File: src/rtl/sdm2_pkg.sv
`timescale 1ns/1ps
package sdm2_pkg;
  // loop mode seen by the output stage
  typedef enum logic {
    LOOP_IDLE = 1'b0,
    LOOP_RUN  = 1'b1
  } loop_mode_e;

  localparam int unsigned SDM2_DW_DEFAULT    = 16;
  localparam int unsigned SDM2_GUARD_DEFAULT = 4;

  function automatic loop_mode_e mode_of(input logic enable);
    return enable ? LOOP_RUN : LOOP_IDLE;
  endfunction
endpackage

File: src/rtl/sdm2_sample_hold.sv
`timescale 1ns/1ps
module sdm2_sample_hold #(
  parameter int unsigned DW = 16
) (
  input  logic                 clk,
  input  logic                 rst_n,
  input  logic                 en,
  input  logic                 load,
  input  logic signed [DW-1:0] din,
  output logic signed [DW-1:0] held
);
  logic capture;
  assign capture = en & load;

  always_ff @(posedge clk or negedge rst_n) begin
    if (!rst_n) begin
      held <= '0;
    end else if (!en) begin
      held <= '0;
    end else if (capture) begin
      held <= din;
    end
  end
endmodule

File: src/rtl/sdm2_integrator.sv
`timescale 1ns/1ps
module sdm2_integrator #(
  parameter int unsigned AW = 20
) (
  input  logic                 clk,
  input  logic                 rst_n,
  input  logic                 clear,
  input  logic                 step,
  input  logic signed [AW-1:0] in_val,
  input  logic signed [AW-1:0] fb_val,
  output logic signed [AW-1:0] acc_q,
  output logic signed [AW-1:0] acc_next
);
  localparam int SW = AW + 2;
  localparam logic signed [SW-1:0] HI = SW'((64'sd1 <<< (AW - 1)) - 64'sd1);
  localparam logic signed [SW-1:0] LO = -HI - SW'(1);

  function automatic logic signed [SW-1:0] widen(input logic signed [AW-1:0] v);
    return $signed({{2{v[AW-1]}}, v});
  endfunction

  // acc + in - fb, clamped to the accumulator range
  function automatic logic signed [AW-1:0] sat_step(
    input logic signed [AW-1:0] a,
    input logic signed [AW-1:0] b,
    input logic signed [AW-1:0] c
  );
    logic signed [SW-1:0] s;
    s = widen(a) + widen(b) - widen(c);
    if (s > HI)      return HI[AW-1:0];
    else if (s < LO) return LO[AW-1:0];
    else             return s[AW-1:0];
  endfunction

  assign acc_next = sat_step(acc_q, in_val, fb_val);

  always_ff @(posedge clk or negedge rst_n) begin
    if (!rst_n) begin
      acc_q <= '0;
    end else if (clear) begin
      acc_q <= '0;
    end else if (step) begin
      acc_q <= acc_next;
    end
  end
endmodule

File: src/rtl/sdm2_quantizer.sv
`timescale 1ns/1ps
module sdm2_quantizer #(
  parameter int unsigned AW = 20,
  parameter int unsigned DW = 16
) (
  input  logic                 clk,
  input  logic                 rst_n,
  input  logic                 en,
  input  logic                 tick,
  input  logic signed [AW-1:0] last_acc_next,
  output logic                 bit_q,
  output logic signed [AW-1:0] fb_val
);
  import sdm2_pkg::*;

  localparam logic signed [AW-1:0] FS_POS = AW'(64'sd1 <<< (DW - 1));
  localparam logic signed [AW-1:0] FS_NEG = -FS_POS;

  loop_mode_e mode;
  logic       next_bit;

  assign mode   = mode_of(en);
  assign fb_val = bit_q ? FS_POS : FS_NEG;

  always_comb begin
    unique case (mode)
      LOOP_RUN:  next_bit = ~last_acc_next[AW-1];
      default:   next_bit = ~bit_q;
    endcase
  end

  always_ff @(posedge clk or negedge rst_n) begin
    if (!rst_n) begin
      bit_q <= 1'b0;
    end else if (tick) begin
      bit_q <= next_bit;
    end
  end
endmodule

File: src/rtl/sdm2_tx.sv
`timescale 1ns/1ps
module sdm2_tx #(
  parameter int unsigned DW    = sdm2_pkg::SDM2_DW_DEFAULT,
  parameter int unsigned GUARD = sdm2_pkg::SDM2_GUARD_DEFAULT
) (
  input  logic          clk,
  input  logic          rst_n,
  input  logic          en,
  input  logic          tick,
  input  logic          load,
  input  logic [DW-1:0] din,
  output logic          bit_out
);
  localparam int unsigned AW     = DW + GUARD;
  localparam int unsigned NSTAGE = 2;

  logic signed [DW-1:0] held_word;
  logic signed [AW-1:0] x_ext;
  logic signed [AW-1:0] fb_val;
  logic signed [AW-1:0] stage_in   [NSTAGE];
  logic signed [AW-1:0] stage_acc  [NSTAGE];
  logic signed [AW-1:0] stage_next [NSTAGE];
  logic                 loop_step;
  logic                 loop_clear;

  // named events for the checker
  logic signed [AW-1:0] acc1_q;
  logic signed [AW-1:0] acc2_q;
  logic signed [AW-1:0] acc2_next;

  assign loop_step  = en & tick;
  assign loop_clear = ~en;
  assign x_ext      = $signed({{GUARD{held_word[DW-1]}}, held_word});

  sdm2_sample_hold #(.DW(DW)) u_hold (
    .clk   (clk),
    .rst_n (rst_n),
    .en    (en),
    .load  (load),
    .din   ($signed(din)),
    .held  (held_word)
  );

  genvar gi;
  generate
    for (gi = 0; gi < NSTAGE; gi++) begin : g_stage
      if (gi == 0) begin : g_head
        assign stage_in[gi] = x_ext;
      end else begin : g_chain
        assign stage_in[gi] = stage_next[gi-1];
      end
      sdm2_integrator #(.AW(AW)) u_int (
        .clk      (clk),
        .rst_n    (rst_n),
        .clear    (loop_clear),
        .step     (loop_step),
        .in_val   (stage_in[gi]),
        .fb_val   (fb_val),
        .acc_q    (stage_acc[gi]),
        .acc_next (stage_next[gi])
      );
    end
  endgenerate

  assign acc1_q    = stage_acc[0];
  assign acc2_q    = stage_acc[NSTAGE-1];
  assign acc2_next = stage_next[NSTAGE-1];

  sdm2_quantizer #(.AW(AW), .DW(DW)) u_quant (
    .clk           (clk),
    .rst_n         (rst_n),
    .en            (en),
    .tick          (tick),
    .last_acc_next (acc2_next),
    .bit_q         (bit_out),
    .fb_val        (fb_val)
  );
endmodule

File: config.mk
export PLATFORM = sky130hd
export DESIGN_NAME = sdm2_tx
export DESIGN_NICKNAME = d
export VERILOG_FILES = /design/src/rtl/sdm2_pkg.sv /design/src/rtl/sdm2_sample_hold.sv /design/src/rtl/sdm2_integrator.sv /design/src/rtl/sdm2_quantizer.sv /design/src/rtl/sdm2_tx.sv
export SDC_FILE = /design/constraint.sdc
export NUM_CORES = 1
export LEC_CHECK = 0
export BUFFER_PORTS_ARGS = -buffer_cell sky130_fd_sc_hd__buf_2
export CAP_MARGIN = 20
export CORE_MARGIN = 2
export CORE_UTILIZATION = 30
export DETAILED_ROUTE_END_ITERATION = 8
export GPL_ROUTABILITY_DRIVEN = 0
export SYNTH_ARGS = -nofsm -noshare
export SYNTH_HDL_FRONTEND = slang
export SYNTH_SLANG_ARGS = --single-unit
File: constraint.sdc
create_clock -name clk -period 5.6 [get_ports clk]
set_clock_uncertainty 0.15 [all_clocks]
set_input_delay 0.56 -clock clk [delete_from_list [all_inputs] [get_ports clk]]
set_output_delay 0.56 -clock clk [all_outputs]
set_load 0.1 [all_outputs]
# == Word level (Yosys, flattened, before mapping) ==
# Index checks and enable logic that the tools add are counted.
# totals
register_bits,57
output_inout_bits,1
wordCells,31
# classes
n_eq_ne,2
n_mux,13
add_sub_neg,4
order_cmp,4
bitwise,4
# op_table
operator,count
$mux 20,9
$gt 22x20->1 const B,2
$lt 22x20->1 const B,2
$sub 21x20->22,2
$mux 16,2
$add 20x16->21,1
$add 20x20->21,1
$ne 2x1->1 const B,2
$and 1x1->1,2
$mux 1,2
$not 1->1,2

# == Logic depth before layout (Yosys ltp) ==
# Gate-level depths: netlist (run 1).
# depth
depth_word,12
depth_mapped,27

# == Cells and area by module ==
# Synthesis (run 1) repeated with hierarchy kept, for this count alone.
# unflattened
cells_unflattened,807
area_unflattened_um2,6602.6
# modules_own_cells
module,cells_each,instances,area_per_inst_um2
sdm2_integrator at g_stage[1].u_int,354,1,2862.7
sdm2_integrator at g_stage[0].u_int,374,1,2834.0
sdm2_sample_hold,51,1,695.7
sdm2_quantizer,26,1,200.2
sdm2_tx,2,1,10.0

# == Worst setup path before layout (run 1) ==
# OpenSTA, ideal clock, no wires.
# synth_path
path_kind,register to register
from,register u_quant.bit_q
to,register g_stage[1].u_int.acc_q[10]
setup_time_ns,0.126
path_slack_ns,-1.106
stages_incl_launch_ff,27
n_path_buf,4
period_less_slack_ns,6.706
arrival_ns,6.430
path_cell_list,dfrtp_1 inv_1 fa_1 inv_1 ha_1 clkbuf_1 a21o_1 a21oi_1 o21ai_0 or3_1 a22o_4 and2_4 buf_6 buf_6 a21oi_2 ha_1 inv_1 ha_1 a21oi_1 o211ai_1 a221oi_2 a21oi_4 a21o_1 nor3_2 o21ai_2 buf_2 a221o_1
# synth_via
elab_chain_cells,12
elab_cells_between_ends,14
# synth_rtl
element,line,text
from (decl),sdm2_quantizer.sv:11,"output logic bit_q,"
from (signal assigned),sdm2_quantizer.sv:36,bit_q <= next_bit;
$mux 20 *,sdm2_quantizer.sv:23,assign fb_val = bit_q ? FS_POS : FS_NEG;
$sub 21x20->22,sdm2_integrator.sv:29,s = widen(a) + widen(b) - widen(c);
$lt 22x20->1,sdm2_integrator.sv:31,else if (s < LO) return LO[AW-1:0];
$mux 20,sdm2_integrator.sv:31,
$mux 20,sdm2_integrator.sv:30,if (s > HI) return HI[AW-1:0];
$add 20x20->21,sdm2_integrator.sv:29,
$sub 21x20->22 *,sdm2_integrator.sv:29,
$lt 22x20->1,sdm2_integrator.sv:31,
$mux 20,sdm2_integrator.sv:31,
$mux 20 *,sdm2_integrator.sv:30,
$mux 20 *,sdm2_integrator.sv:42,end else if (step) begin
$mux 20 *,sdm2_integrator.sv:40,end else if (clear) begin
to (signal assigned),sdm2_integrator.sv:43,acc_q <= acc_next;
to (decl),sdm2_integrator.sv:11,"output logic signed [AW-1:0] acc_q,"
# Mark *: on every way between the ends. The rest lies on a longest branch, timed or not. The select of a mux whose other input is x is not followed.
# A chain may end at the register's enable or synchronous reset.

# == Worst setup path in the final report (run 1) ==
# layout_path
from,register u_quant.bit_q
to,register g_stage[1].u_int.acc_q[13]
# Same word-level chain as after synthesis.

==> reports/qor.yml, run 1 <==
dp_cells: 940
timing.setup.tns_ps: -78.8
fmaxAchievable_ghz: 0.178
r2r_slack_ps: -30
syn_area_per_cell_um2: 8.43
grtUsageTotal: 0.144
htree_levels: 3
syn_area_um2: 5570
violations: "negative setup slack"
yosysWarnings: 0
numCtsBuffers: 9
timing.final.crit_share: 1.01
cp-end-kind: "register"
antenna_found_initial: 0
status: "complete, but fails checks"
area_growth_syn_to_layout_pct: 24.8
vias: 4738
netlist_instances: 661
ys_async_sr_fraction: 1.00
critPathRequiredTime_ps: 5730
initial_core_util: 0.308
path_clk_slew_ps: 50
tritoncts: "built"
post-route-util: 0.385
arrival_ps: 5760
crit_chain: "fa_1 -> ha_1 -> a21o_1 -> a21oi_2 -> o21ai_1 -> or3_4 -> a41o_1 -> buf_12 -> buf_4 -> a21oi_4 -> ha_1 -> inv_1 -> ha_4 -> nand3_4 -> nor3_2 -> nand4_1 -> a21oi_4 -> a2111oi_4 -> or4_4 -> a31oi_4 -> clkbuf_16 -> a221o_1"
ys_types: 63
diodes: 0
hp-class: "input port to asynchronous set/reset pin"
setup.worst_path.class: "register to register"
grt_pass1_wl_um: 22700
dp_hpwl_um: 10000
cpPeakStageDelay_ps: 550
final-hold-violation-count: 0
final_common_cell: "inv_1"
coreArea_um2: 18100
rr_worst_depth: 22
grt_max_degree: 58
final_nets: 832
finalWirelength_um: 13800
instances_no_fill: 965
ys_top_cells_by_area: "dfrtp_1 (26%), ha_1 (16%), inv_1 (8.2%)"
place_area_um2: 6370
grt_setup_unrepaired: "true"
yosysTopAreaCellShare: 0.256
clk_latency_ps: 340
numPortBuffers: 21
final_cell_area_um2: 6960
ys_ff_latch: 57
cts_max_path_buffers: 2
layout-drive-gt1-share: 0.224
setup_violations: 6
maxCapViolCount: 0
synthesis.nets: 762
die_h_um: 140
die_area_um2: 19700
firstDrtPassIters: 4
drc: 0
max_slew_margin: 0.471
overflow: 0
drtIter0Drc: 205
ant_nets: 0
grt_pass1_vias: 4560
synth_top_cell_by_area: "dfrtp_1"
synth_flop_cell: "dfrtp_1"
cp_max_fo: 22
setup_slack_ps: -28.5
synth_edf_count: 0
worst_slew_pin_slew_ps: 793
die_x_um: 140
viasPerCell: 4.91
start_kind: "register"
most-common-layout-cells: "inv_1 (121), ha_1 (60), buf_4 (56)"
cts-root-buf: "clkbuf_16"
min_period_ps: 5630
r2r_end: "g_stage[1].u_int.acc_q[13]"
row_count: 49
worst_path_max_delay_cell: "or4_4"
routedWlPerCell_um: 14.3
finalMaxSlewViolations: 0
ys_seq_area_frac: 0.256
nFillCells: 1809
timing.rr.start: "u_quant.bit_q"
io_pins: 22
cts_num_sinks: 57
## worst max-delay path, delay by kind of cell (launching register included)
kind,cells,cell delay [ps]
and+or+nand+nor,5,1370
buffers and inverters,4,580
DFF,1,530
adders and majority gates,4,1260
AOI/OAI and AO/OA,9,1660
## metal layers
metal  track usage  vias up  share of wire
li1              -     2414              -
met4        0.0622        0          0.023
met2         0.228       67           0.46
met3        0.0174       16          0.030
met5             0        -              0
met1         0.198     2241           0.49
## worst max-delay path by stage
stage               slack (ps)  depth (start not counted)                    endpoint      startpoint
detailed placement        -120                         26   g_stage[1].u_int.acc_q[0]  u_hold.held[5]
floorplan                 -210                         27  g_stage[1].u_int.acc_q[10]   u_quant.bit_q
global placement          -130                         22   g_stage[1].u_int.acc_q[0]   u_quant.bit_q
finish                     -30                         22  g_stage[1].u_int.acc_q[13]   u_quant.bit_q
CTS                          5                         24  g_stage[1].u_int.acc_q[14]  u_hold.held[5]
global route              -230                         25  g_stage[1].u_int.acc_q[12]  u_hold.held[5]
## per-stage QoR
stage | hold slack (ps) | worst slack (ps)
after floorplan | 114 | -212
after global placement | 345 | -128
after detailed placement | 350 | -117
after CTS | 281 | 4.73
after global routing | 327 | -229
final | 237 | -28.5
## cells by family (layout without fill, tap and decap cells)
| family | Yosys count | after routing | share of synthesized area |
|---|---|---|---|
| compound gates | 188 | 188 | 0.240 |
| xor+xnor | 30 | 30 | 0.0472 |
| fa+ha+maj | 80 | 80 | 0.190 |
| buf+inv | 146 | 220 | 0.105 |
| flops | 57 | 57 | 0.256 |
| mux | 19 | 19 | 0.0344 |
| simple gates | 141 | 142 | 0.127 |
## timing repair
action                                  CTS  global route
gates cloned                              0             3
endpoints found under the setup margin   19            21
pin swaps                                 1            11
hold buffers                              0             0
resized for setup                         9            31
hold endpoints to repair                  0             0
buffers inserted                          1             5
## final cells by class
class / instances / area (µm²) / share of cell area
clock buffer: 14 / 274 / 0.0394
clock inverter: 2 / 35.0 / 0.00504
inverter: 122 / 462 / 0.0664
multi-input combinational: 459 / 3840 / 0.553
sequential: 57 / 1430 / 0.206
tap: 229 / 287 / 0.0412
timing repair buffer: 82 / 622 / 0.0894
## synthesized netlist by cell type (all sizes together), types with 5 or more instances
cell type,count
buf,10
xnor2,21
nand2b,16
xor2,9
nor2b,21
nand3,5
nor2,30
nor3,8
nand2,42
inv,122
mux2i,18
a21o,14
or3,6
a31oi,5
o21ai,38
clkbuf,14
o21bai,5
a221o,19
ha,72
a21oi,69
dfrtp,57
o211ai,6
a221oi,5
fa,8
## registers in the layout, summed over array words and instances, names as in the netlist
name,cells
u_hold.held,16
u_quant.bit_q,1
g_stage.u_int.acc_q,40
Power of run 1 is left out: the tool's default activity adds up to more than one toggle a clock period on the data nets, which glitch-free logic cannot reach.
==> run 2, diff against run 1 <==
Clock period 5.6 ns to 4.8 ns, I/O delays scaled along.
==> reports/qor.yml, run 2 (same netlist as run 1, synthesis figures left out) <==
status: "complete, but fails checks"  # unchanged
violations: "negative setup slack"  # unchanged
grtUsageMet3: 0.0198  # was 0.0174
grt_util_met1: 0.211  # was 0.198
timing.final.crit_share: 1.14  # was 1.01
vias: 5119  # was 4738
layout-drive-gt1-share: 0.318  # was 0.224
firstDrtPassIters: 5  # was 4
max_slew_margin: 0.468  # was 0.471
cp-end-kind: "register"  # unchanged
ant_nets: 0  # unchanged
diodes: 0  # unchanged
multiInputGateArea_um2: 3890  # was 3840 µm²
most-common-layout-cells: "buf_4 (145), inv_1 (118), ha_1 (61)"  # was inv_1 (121), ha_1 (60), buf_4 (56)
final_nets: 921  # was 832
numPortBuffers: 21  # unchanged
setup_violations: 21  # was 6
clk_latency_ps: 340  # about the same
maxCapViolCount: 0  # unchanged
dp_cells: 1028  # was 940
cts-root-buf: "clkbuf_16"  # unchanged
cts_max_path_buffers: 2  # unchanged
reg_top3: "g_stage.u_int.acc_q: 40 flops, u_hold.held: 16 flops, u_quant.bit_q: 1 flops"  # unchanged
die_x_um: 140  # unchanged
largest_reg_flops: 40  # unchanged
worst_slew_pin_slew_ps: 798  # was 793 ps
row_count: 49  # unchanged
worst_path_max_delay_cell: "or4_4"  # unchanged
grt_pass1_vias: 5025  # was 4560
viasPerCell: 4.86  # was 4.91
path_clk_slew_ps: 50  # about the same
grtUsageTotal: 0.156  # was 0.144
hp-class: "input port to asynchronous set/reset pin"  # unchanged
cp_max_fo: 19  # was 22
crit_chain: "inv_1 -> ha_1 -> inv_1 -> ha_1 -> a21o_1 -> or3_4 -> o211a_4 -> a31o_4 -> a31o_4 -> a22o_4 -> and2_4 -> buf_4 -> nand2b_1 -> fa_1 -> ha_2 -> o211ai_1 -> o21ai_2 -> a221oi_1 -> or4_4 -> a31oi_4 -> buf_12 -> a221o_1"  # was fa_1 -> ha_1 -> a21o_1 -> a21oi_2 -> o21ai_1 -> or3_4 -> a41o_1 -> buf_12 -> buf_4 -> a21oi_4 -> ha_1 -> inv_1 -> ha_4 -> nand3_4 -> nor3_2 -> nand4_1 -> a21oi_4 -> a2111oi_4 -> or4_4 -> a31oi_4 -> clkbuf_16 -> a221o_1
drtIter0Drc: 215  # was 205
numCtsBuffers: 9  # unchanged
met2_usage: 0.252  # was 0.228
overflow: 0  # unchanged
holdWs_ps: 166  # was 237 ps
finalWirelength_um: 14800  # was 13800 µm
coreArea_um2: 18100  # unchanged
largest_register: "g_stage.u_int.acc_q"  # unchanged
seq_area_um2: 1430  # about the same
tritoncts: "built"  # unchanged
io_pins: 22  # unchanged
cpPeakStageDelay_ps: 530  # was 550 ps
setup_slack_ps: -692  # was -28.5 ps
area_growth_syn_to_layout_pct: 37.2  # was 24.8%
routedWlPerCell_um: 14.0  # was 14.3 µm
grt_max_degree: 58  # unchanged
grt_busiest_layer: "met2"  # unchanged
grt_pass1_wl_um: 24700  # was 22700 µm
dp_hpwl_um: 10800  # was 10000 µm
nFillCells: 1745  # was 1809
finalMaxSlewViolations: 0  # unchanged
grt_setup_unrepaired: "true"  # unchanged
cts_num_sinks: 57  # unchanged
post-route-util: 0.423  # was 0.385
arrival_ps: 5610  # was 5760 ps
setup.worst_path.class: "register to register"  # unchanged
fmaxAchievable_ghz: 0.182  # was 0.178 GHz
die_area_um2: 19700  # unchanged
final-hold-violation-count: 0  # unchanged
min_period_ps: 5490  # was 5630 ps
htree_levels: 3  # unchanged
instances_no_fill: 1054  # was 965
start_kind: "register"  # unchanged
critPathRequiredTime_ps: 4920  # was 5730 ps
drc: 0  # unchanged
final_common_cell: "buf_4"  # was inv_1
initial_core_util: 0.308  # unchanged
die_h_um: 140  # unchanged
antenna_found_initial: 0  # unchanged
-- run 2: cell count changes in the layout (fill, tap and decap cells not counted), moves of 2 or more --
cell,previous run,this run
a21oi_1,47,45
a21oi_4,4,6
buf_4,56,145
clkbuf_8,3,1
inv_1,121,118
inv_2,0,3
o21ai_1,6,4
-- run 2: critical path, delay by kind of cell (launching register included) --
kind	cells	cell delay (ps)
buf+inv	4	410
fa+ha+maj	4	1350
compound gates	10	1930
simple gates	4	1220
flops	1	340
-- run 2: timing repair --
item / CTS / global route
buffers inserted: 4 / 4
gates cloned: 1 / 1
setup endpoints to repair: 21 / 21
hold buffers: 0 / 0
pin swaps: 10 / 10
resized for setup: 24 / 26
-- run 2: layout make-up --
type | instances | share of cell area
clock inverter | 3 | 0.00524
tap | 229 | 0.0375
clock buffer | 13 | 0.0327
timing repair buffer | 171 | 0.169
sequential | 57 | 0.187
multi-input combinational | 459 | 0.508
inverter | 122 | 0.0604
-- run 2: final timing paths --
path                       depth (start not counted)                    endpoint                      start  slack, ps
min reg2reg                                        1   g_stage[1].u_int.acc_q[5]  g_stage[1].u_int.acc_q[5]        360
max reg2reg                                       22  g_stage[1].u_int.acc_q[14]             u_hold.held[5]       -690
max in group asynchronous                          2               u_quant.bit_q                      rst_n       3740
min                                                2   g_stage[1].u_int.acc_q[3]                      rst_n        170
min in group clk                                   3              u_hold.held[0]                     din[0]        260
max                                               22  g_stage[1].u_int.acc_q[14]             u_hold.held[5]       -690
-- run 2: metrics by stage --
| stage | TNS, ps | setup slack, ps | area [µm²] |
|---|---|---|---|
| 2_1_floorplan | -19140 | -1010 | 5700 |
| 3_3_place_gp | -16980 | -852 | 7030 |
| 3_5_place_dp | -17470 | -870 | 7030 |
| 4_1_cts | -12730 | -648 | 7470 |
| 5_1_grt | -18000 | -901 | 7650 |
| 6_report | -13700 | -692 | 7650 |
-- run 2: metal layers --
layer  vias to the layer above  share of wire
li1                       2590              -
met1                      2414           0.48
met2                        97           0.46
met3                        18          0.036
met5                         -              0
met4                         0          0.021
Power of run 2 is left out for the same reason.
==> run 3, diff against run 2 <==
Settings changed: ABC_AREA set to 1.
==> reports/qor.yml, run 3 <==
grt_setup_unrepaired: "true"  # unchanged
min_period_ps: 4930  # was 5490 ps
diodes: 0  # unchanged
cts_num_sinks: 57  # unchanged
holdWs_ps: 229  # was 166 ps
r2r_slack_ps: -130  # was -690 ps
htree_levels: 3  # unchanged
netlist_instances: 951  # was 661
fmaxAchievable_ghz: 0.203  # was 0.182 GHz
finalWirelength_um: 17100  # was 14800 µm
vias: 6057  # was 5119
most-common-layout-cells: "nand2_1 (284), inv_1 (190), buf_4 (80)"  # was buf_4 (145), inv_1 (118), ha_1 (61)
synthAdderAreaFrac: 0.172  # was 0.190
ys_types: 36  # was 63
synth_commonest_cells: "nand2_1 (307), inv_1 (199), ha_1 (72), nand3_1 (66), dfrtp_1 (57)"  # was inv_1 (122), ha_1 (72), a21oi_1 (57), dfrtp_1 (57), nand2_1 (41)
status: "complete, but fails checks"  # unchanged
numCtsBuffers: 9  # unchanged
die_x_um: 147  # was 140 µm
final_common_cell: "nand2_1"  # was buf_4
dp_hpwl_um: 13300  # was 10800 µm
worst_path_max_delay_cell: "fa_1"  # was or4_4
ys_async_sr_fraction: 1.00  # unchanged
cts_max_path_buffers: 2  # unchanged
antenna_found_initial: 0  # unchanged
numPortBuffers: 21  # unchanged
synthesis.nets: 1052  # was 762
ys_top_cells_by_area: "dfrtp_1 (23%), nand2_1 (19%), ha_1 (15%)"  # was dfrtp_1 (26%), ha_1 (16%), inv_1 (8.2%)
dp_cells: 1298  # was 1028
yosysTopAreaCellShare: 0.231  # was 0.256
tritoncts: "built"  # unchanged
overflow: 0  # unchanged
layout-drive-gt1-share: 0.245  # was 0.318
hp-class: "input port to register"  # was input port to asynchronous set/reset pin
timing.final.crit_share: 1.03  # was 1.14
rr_worst_depth: 28  # was 22
cp-end-kind: "register"  # unchanged
synth_top_family_by_area: "simple AND/OR/NAND/NOR gates"  # was compound AO/OA/AOI/OAI gates
synthSimpleGateAreaFrac: 0.336  # was 0.127
violations: "negative setup slack"  # unchanged
synth_flop_cell: "dfrtp_1"  # unchanged
worst_slew_pin_slew_ps: 500  # was 798 ps
seq_area_um2: 1430  # about the same
start_kind: "register"  # unchanged
coreArea_um2: 20200  # was 18100 µm²
critPathRequiredTime_ps: 4860  # was 4920 ps
drtIter0Drc: 391  # was 215
row_count: 52  # was 49
io_pins: 22  # unchanged
synth_mux_area_frac: 0  # was 0.0344
viasPerCell: 4.55  # was 4.86
syn_area_um2: 6170  # was 5570 µm²
timing.setup.tns_ps: -1830  # was -13700 ps
ys_seq_area_frac: 0.231  # was 0.256
final_nets: 1156  # was 921
setup_violations: 20  # was 21
cp_max_fo: 7  # was 19
die_h_um: 147  # was 140 µm
die_area_um2: 21700  # was 19700 µm²
maxCapViolCount: 0  # unchanged
synth_edf_count: 0  # unchanged
path_clk_slew_ps: 60  # was 50 ps
min_path_cells: 3
grt_max_degree: 37  # was 58
synth_xor_area_frac: 0.0440  # was 0.0471
arrival_ps: 5000  # was 5610 ps
instances_no_fill: 1330  # was 1054
nFillCells: 2103  # was 1745
firstDrtPassIters: 7  # was 5
multiInputGateArea_um2: 4380  # was 3890 µm²
area_growth_syn_to_layout_pct: 31.1  # was 37.2%
syn_area_per_cell_um2: 6.49  # was 8.43 µm²
ant_nets: 0  # unchanged
final-hold-violation-count: 0  # unchanged
finalMaxSlewViolations: 0  # unchanged
grt_pass1_wl_um: 28500  # was 24700 µm
clk_latency_ps: 330  # was 340 ps
routedWlPerCell_um: 12.8  # was 14.0 µm
ys_ff_latch: 57  # unchanged
drc: 0  # unchanged
cts-root-buf: "clkbuf_16"  # unchanged
max_slew_margin: 0.667  # was 0.468
initial_core_util: 0.305  # was 0.308
grt_pass1_vias: 6039  # was 5025
setup_slack_ps: -132  # was -692 ps
cpPeakStageDelay_ps: 580  # was 530 ps
yosysWarnings: 0  # unchanged
largest_register: "g_stage.u_int.acc_q"  # unchanged
synth-compound-area-share: 0.0748  # was 0.240
grtUsageTotal: 0.162  # was 0.156
yosysMostFrequentCell: "nand2_1"  # was inv_1
reg_top3: "g_stage.u_int.acc_q: 40 flops, u_hold.held: 16 flops, u_quant.bit_q: 1 flops"  # unchanged
setup.worst_path.class: "register to register"  # unchanged
synth_top_cell_by_area: "dfrtp_1"  # unchanged
largest_reg_flops: 40  # unchanged
run 3: repair_timing:
action / in CTS / in global routing
buffers inserted: 8 / 6
hold buffers: 1 / 0
pin swaps: 18 / 27
gates resized for setup: 59 / 29
setup endpoints to repair: 21 / 21
endpoints found under the hold margin: 21 / 0
gates cloned: 1 / 0
run 3: stage by stage:
stage	worst slack, ps	area (µm²)	utilization
2_1_floorplan	-117	6270	-
3_3_place_gp	-335	7180	0.355
3_5_place_dp	-429	7180	0.355
4_1_cts	-76.9	7900	0.390
5_1_grt	-360	8090	0.400
6_report	-132	8090	0.400
run 3: kinds of logic (layout without fill, tap and decap cells):
group                      count (synthesis)  in the layout
and+or+nand+nor                          477            478
DFF                                       57             57
xor gates and xnor gates                  31             31
adders and majority gates                 80             80
buffers and inverters                    223            331
AOI/OAI and AO/OA                         83             83
run 3: cell type report:
cell class                 count  area share
tap                          270      0.0417
inverter                     205      0.0958
multi-input combinational    672       0.541
sequential                    57       0.177
clock buffer                   9      0.0278
clock inverter                 7      0.0127
timing repair buffer         110       0.104
run 3: path summary, 6_finish.rpt:
check,start,to
min in group asynchronous,rst_n,g_stage[1].u_int.acc_q[0]
setup reg to reg,u_quant.bit_q,g_stage[1].u_int.acc_q[6]
setup / recovery,u_quant.bit_q,g_stage[1].u_int.acc_q[6]
hold / removal,din[5],u_hold.held[5]
hold reg to reg,g_stage[0].u_int.acc_q[7],g_stage[0].u_int.acc_q[7]
max in group asynchronous,rst_n,u_quant.bit_q
run 3: critical path: cells and delay by family (launching register included):
family	cells	cell delay, ps
buffers and inverters	5	500
AOI/OAI and AO/OA	3	630
DFF	1	520
adders and majority gates	4	1550
and+or+nand+nor	16	1480
run 3: layer usage:
layer | up-vias | share of wire | routed length (µm) | GRT usage
li1 | 3147 | - | - | -
met1 | 2775 | 0.45 | 7720 | 0.203
met2 | 112 | 0.50 | 8550 | 0.292
met3 | 23 | 0.029 | 499 | 0.0191
met4 | 0 | 0.017 | 293 | 0.0505
met5 | - | 0 | 0 | 0
Power of run 3 is left out for the same reason.
